===== config.mk =====
export PLATFORM = sky130hd
export DESIGN_NAME = pwm_quad
export DESIGN_NICKNAME = d
export VERILOG_FILES = /design/src/rtl/pwm_quad.sv
export SDC_FILE = /design/constraint.sdc
export NUM_CORES = 1
export LEC_CHECK = 0
export BUFFER_PORTS_ARGS = -buffer_cell sky130_fd_sc_hd__clkbuf_2
export CORE_ASPECT_RATIO = 1.25
export CORE_MARGIN = 2
export CORE_UTILIZATION = 62
export DETAILED_ROUTE_END_ITERATION = 10
export GPL_TIMING_DRIVEN = 0
export PLACE_DENSITY = 0.81
export REMOVE_ABC_BUFFERS = 1
export SYNTH_ARGS = -nofsm -noshare
export SYNTH_HDL_FRONTEND = slang
export SYNTH_SLANG_ARGS = --single-unit

===== constraint.sdc =====
create_clock -name clk -period 2.3 [get_ports clk]
set_clock_uncertainty 0.2 [all_clocks]
set_input_delay 0.345 -clock clk [delete_from_list [all_inputs] [get_ports clk]]
set_output_delay 0.345 -clock clk [all_outputs]
set_load 0.02 [all_outputs]

===== src/rtl/pwm_quad.sv =====
module pwm_quad #(
  parameter int CH = 4
) (
  input  logic                          clk,
  input  logic                          rst_n,
  input  logic                          bus_we,
  input  logic [$clog2(CH)+3:0]         bus_addr,
  input  logic [31:0]                   bus_wdata,
  output logic [31:0]                   bus_rdata,
  output logic [CH-1:0]                 pwm_out
);
  localparam int SEL_W = $clog2(CH);
  localparam logic [31:0] WMASK = 32'h80FF_1FFF;

  logic [CH-1:0][31:0] ctrl;
  logic [CH-1:0]       run;
  logic [CH-1:0][7:0]  step, duty;
  logic [CH-1:0][12:0] pcnt, pre;
  logic [CH-1:0]       tick, wrap;

  wire             hit = (bus_addr[3:0] == 4'd0);
  wire [SEL_W-1:0] sel = bus_addr[SEL_W+3:4];

  assign bus_rdata = hit ? ctrl[sel] : 32'd0;

  always_comb begin
    for (int i = 0; i < CH; i++) begin
      tick[i]    = (pcnt[i] == pre[i]);
      wrap[i]    = tick[i] && (step[i] == 8'hFF);
      pwm_out[i] = run[i] && ctrl[i][31] && (step[i] < duty[i]);
    end
  end

  always_ff @(posedge clk) begin
    if (!rst_n) ctrl <= '0;
    else if (bus_we && hit) ctrl[sel] <= bus_wdata & WMASK;
  end

  always_ff @(posedge clk) begin
    if (!rst_n) begin
      run  <= '0;
      step <= '0;
      duty <= '0;
      pcnt <= '0;
      pre  <= '0;
    end else begin
      for (int i = 0; i < CH; i++) begin
        if (!ctrl[i][31]) begin
          run[i] <= 1'b0;
        end else if (!run[i]) begin
          run[i]  <= 1'b1;
          step[i] <= 8'd0;
          pcnt[i] <= 13'd0;
          duty[i] <= ctrl[i][23:16];
          pre[i]  <= ctrl[i][12:0];
        end else if (tick[i]) begin
          pcnt[i] <= 13'd0;
          step[i] <= step[i] + 8'd1;
          if (wrap[i]) begin
            duty[i] <= ctrl[i][23:16];
            pre[i]  <= ctrl[i][12:0];
          end
        end else begin
          pcnt[i] <= pcnt[i] + 13'd1;
        end
      end
    end
  end
endmodule


# After elaboration in Yosys (flattened, before gate mapping)
# Index checks and enable logic that the tools add are counted.
[word_totals] reg_bits=300 in_bits=41 output_inout_bits=36 word_cells=124
[classes] add_sub_neg=8 n_lt_le_gt_ge=6 eq_ne=16 mux=50 n_reduce_logical=23
[op_table] op="two-way mux 13 bit" count=20
[op_table] op="two-way mux 8 bit" count=20
[op_table] op="bitwise mux 128 bit" count=1
[op_table] op="two-way mux 32 bit" count=3
[op_table] op="binary-select mux 32 bit (select 2 bit)" count=1
[op_table] op="demux 32 bit (select 2 bit)" count=1
[op_table] op="adder 13 x 1 -> 13 bit, second input constant" count=4
[op_table] op="== test 13 bit" count=4
[op_table] op="adder 8 x 1 -> 8 bit, second input constant" count=4
[op_table] op="== test 8 bit, second input constant" count=4
[op_table] op="< comparator 8 bit" count=4
[op_table] op="inequality test 2 x 1 -> 1 bit, second input constant" count=8
[op_table] op="logical AND 1 bit" count=14
[op_table] op="AND reduction 3 bit" count=4
[op_table] op="AND reduction 2 bit" count=4
[op_table] op="logical NOT 4 bit" count=1
[op_table] op="two-way mux 1 bit" count=4
[op_table] op="< comparator 2 x 3 -> 1 bit, second input constant" count=1
[op_table] op=">= comparator 2 x 1 -> 1 bit, second input constant" count=1

# Depth between registers and ports, before layout
[depth] depth_word=5 ltp_mapped=8 depth_no_buf=6

# Worst setup path after synthesis
# Ideal clock, no wire load.
[synth_path] path_type="in2out" start="input bus_addr[4]" end="output bus_rdata[0]" t_arrival_ps=1595 required_time_ps=1755 setup_slack_ps=160 cell_stages=5 n_path_buf=3 path_cell_list="buf_2 buf_2 buf_2 mux4_2 and2_1"
[synth_between] elab_chain_len=3
[synth_rtl] element="from (decl)" line="7" rtl="input logic [$clog2(CH)+3:0] bus_addr,"
[synth_rtl] element="binary-select mux 32 bit (select 2 bit)" line="24" rtl="assign bus_rdata = hit ? ctrl[sel] : 32'd0;"
[synth_rtl] element="two-way mux 32 bit (implied by the code)" line="24"
[synth_rtl] element="two-way mux 32 bit" line="24"
[synth_rtl] element="to (decl)" line="9" rtl="output logic [31:0] bus_rdata,"
# Every way passes these cells. The select of a mux whose other input is x is not followed.

# Worst setup path in the final report
[layout_path] start="register step[29] (netlist name)" end="output pwm_out[3]"
[layout_between] elab_chain_len=2
[layout_rtl] element="from (decl)" line="17" rtl="logic [CH-1:0][7:0] step, duty;"
[layout_rtl] element="from (signal, indexed assignment)" line="58" rtl="step[i] <= step[i] + 8'd1;"
[layout_rtl] element="< comparator 8 bit" line="30" rtl="pwm_out[i] = run[i] && ctrl[i][31] && (step[i] < duty[i]);"
[layout_rtl] element="logical AND 1 bit" line="30"
[layout_rtl] element="to (decl)" line="10" rtl="output logic [CH-1:0] pwm_out"
# Every way passes these cells.

==> results.json <==
{
  "status": "finished with violations",
  "violations": "negative setup slack",
  "grt.overflow.total": 0,
  "drtIter0Drc": 1471,
  "hold_violations": 0,
  "area_growth_pct": 17.0,
  "insertion_delay_ps": 550,
  "chipHeight_um": 177,
  "hpwl_um": 25500,
  "ys_ff_latch": 260,
  "cts_root_buffer": "clkbuf_16",
  "antenna_left": 0,
  "grt_pass1_wl_um": 66800,
  "path_cells": "ha_4, a21oi_2, nor2_1, a2111oi_2, o31a_1, buf_6",
  "cap_violations": 0,
  "h-tree-depth": 1,
  "max_freq_mhz": 386,
  "pwr_density_cell_nw_per_um2": 544,
  "rsz0062_at_grt": "true",
  "slew_viol_final": 0,
  "drive_above_1_share_pct": 19.2,
  "drc": 0,
  "end_kind": "primary output",
  "critPathMaxFanout": 3,
  "syn_avg_cell_area_um2": 8.25,
  "antenna_found_initial": 0,
  "io_buffer_count": 56,
  "diodes": 0,
  "die_w_um": 142,
  "synth_cells": 1793,
  "startpoint_type": "register",
  "vdd_drop_max_v": 0.000703,
  "place_inst": 1989,
  "die-area_um2": 25100,
  "crit_required_ps": 1750,
  "fin_crit_sh_pct": 113,
  "fin_hold_ws_ps": 106,
  "finalNonFillerCells": 2120,
  "cts.sinks": 260,
  "grt_max_degree": 207,
  "synthTopCellsByArea": "dfxtp_1, nand3_1, nand2_1, o2111ai_1, a21boi_0",
  "ys_warn_count": 0,
  "synth_top_area_share_pct": 35.2,
  "via_per_inst": 6.75,
  "rows": 63,
  "synthDistinctLibCells": 49,
  "ioPinCount": 77,
  "place.gp.congestion": 0.852,
  "worstHoldPathType": "in -> reg",
  "start_util_pct": 62.8,
  "syn_area_um2": 14800,
  "final.setup.worst_slack_ps": -291,
  "cts_buffers": 28,
  "grt_use_total_pct": 32.5,
  "first_pass_iters": 6,
  "critPathSlowestCell": "dfxtp_4",
  "setup_viol": 5,
  "fin_nets": 1884,
  "cts_tree": "done",
  "ys_seq_area_share_pct": 35.2,
  "wl_per_cell_um": 20.6,
  "max_stage_delay_ps": 360,
  "p_leak_nw": 6.86,
  "grt_pass1_vias": 13000,
  "core_um2": 23600,
  "clkTransAtPathRegs_ps": 60,
  "cts.path.max_buffers": 3,
  "maxSlewHeadroom_pct": 36.9,
  "drt-total-wl_um": 43600,
  "path_class": "reg -> out",
  "fin_crit_ps": 2590,
  "tightest_slew_ps": 947,
  "cp_data_arrival_time_ps": 2050,
  "num_vias": 14300,
  "synth_top_cell_by_area": "dfxtp_1"
}
cells by family (layout without fill, tap and decap cells):
logic type / after synthesis / count (layout) / synth area share, %
simple gates: 818 / 825 / 29.7
fa+ha+maj: 36 / 36 / 3.04
xor+xnor: 99 / 99 / 5.86
flops: 260 / 260 / 35.2
mux: 27 / 27 / 3.69
buf+inv: 213 / 232 / 5.91
other cells: 1 / 10 / 0.0253
compound gates: 339 / 339 / 16.6
critical path: cells and delay by family (launching register included):
kind | cells | cell delay (ps)
flip-flops | 1 | 360
AND/OR/NAND/NOR | 1 | 60
adder cells (fa/ha/maj) | 1 | 240
buffers and inverters | 1 | 120
AO/OA/AOI/OAI | 3 | 720
sequential cells by signal (all words and copies together) (netlist names):
name  cells
run       4
pre      52
ctrl     88
duty     32
pcnt     52
step     32
layer usage:
metal | vias up | track usage, % | part of all wire, %
met4 | 0 | 17.6 | 6.5
met2 | 749 | 52.3 | 46
met1 | 6848 | 42.2 | 39
li1 | 6545 | - | -
met5 | - | 0 | 0
met3 | 174 | 4.82 | 8.6
synthesized netlist by cell type (all sizes together):
master,count
o21ai,20
a21oi,31
and3b,56
clkbuf,140
ha,36
nand4,30
a21boi,94
or2,2
o21a,3
nand2b,8
mux2i,5
conb,1
a31oi,84
nand2,218
nor2,73
o31ai,3
nand4b,1
nand3b,2
nand3,202
o2111ai,84
nor3b,29
mux4,22
or3b,2
a41oi,4
and4,7
and3,80
buf,33
o211ai,1
or3,43
a21o,9
and2,31
o31a,2
dfxtp,260
nor4,9
xnor2,31
or4,3
xor2,68
nor2b,9
nor3,13
a2111oi,4
inv,40
area by class of cell:
| cell class | instances | area, um^2 |
|---|---|---|
| Timing Repair Buffer | 141 | 1240 |
| Tap cell | 292 | 365 |
| Fill cell | 1587 | 6250 |
| Multi-Input combinational cell | 1336 | 9280 |
| Inverter | 40 | 153 |
| Clock buffer | 42 | 855 |
| Sequential cell | 260 | 5350 |
| Clock inverter | 9 | 73.8 |
final timing paths:
path	slack [ps]	cells past startpoint	to	startpoint
hold reg to reg	290	2	ctrl[119]	ctrl[119]
hold / removal	110	2	run[1]	rst_n
setup / recovery	-290	6	pwm_out[3]	step[29]
setup reg to reg	40	5	pre[20]	step[10]
report_power, final:
| group | internal [mW] | total [mW] | leakage [nW] | switching, mW |
|---|---|---|---|---|
| clock | 2.66 | 4.54 | 0.466 | 1.88 |
| combinational | 0.130 | 0.383 | 4.25 | 0.254 |
| sequential | 4.49 | 4.50 | 2.14 | 0.0128 |
cells in the final DEF, fill, tap and decap left out, types with 24 or more instances in the layout:
cell type / instances
dfxtp_1: 177
clkbuf_16: 30
and2_1: 24
nor3b_1: 29
and3_1: 77
nand4_1: 35
o2111ai_1: 84
nand2_1: 214
xnor2_1: 31
a21boi_0: 89
a31oi_1: 84
nor2_1: 71
or3_1: 43
dfxtp_2: 66
xor2_1: 68
nand3_1: 199
clkbuf_2: 42
and3b_1: 56
inv_1: 32
buf_4: 46
a21oi_1: 25
metrics by stage:
| stage | setup TNS, ps | cell area [um^2] | utilization [%] | setup slack [ps] | total power [mW] |
|---|---|---|---|---|---|
| 2_1_floorplan | -58830 | 14100 | - | -635 | 4.73 |
| 3_3_place_gp | -870770 | 14800 | 62.6 | -4020 | 4.94 |
| 3_5_place_dp | -177350 | 15000 | 63.6 | -1240 | 4.93 |
| 4_1_cts | -3870 | 16900 | 71.5 | -275 | 9.43 |
| 5_1_grt | -1400 | 17300 | 73.5 | -325 | 9.67 |
| 6_report | -980 | 17300 | 73.5 | -291 | 9.43 |
repair_timing:
| action | 4_1_cts | 5_1_grt |
|---|---|---|
| cloned | 8 | 1 |
| setup buffers | 24 | 25 |
| resized for setup | 112 | 96 |
| hold buffers | 22 | 0 |
| hold endpoints to repair | 88 | 0 |
| setup endpoints to repair | 282 | 119 |
| pin swaps | 29 | 24 |
Note: power is estimated with default switching activity, not from simulation.
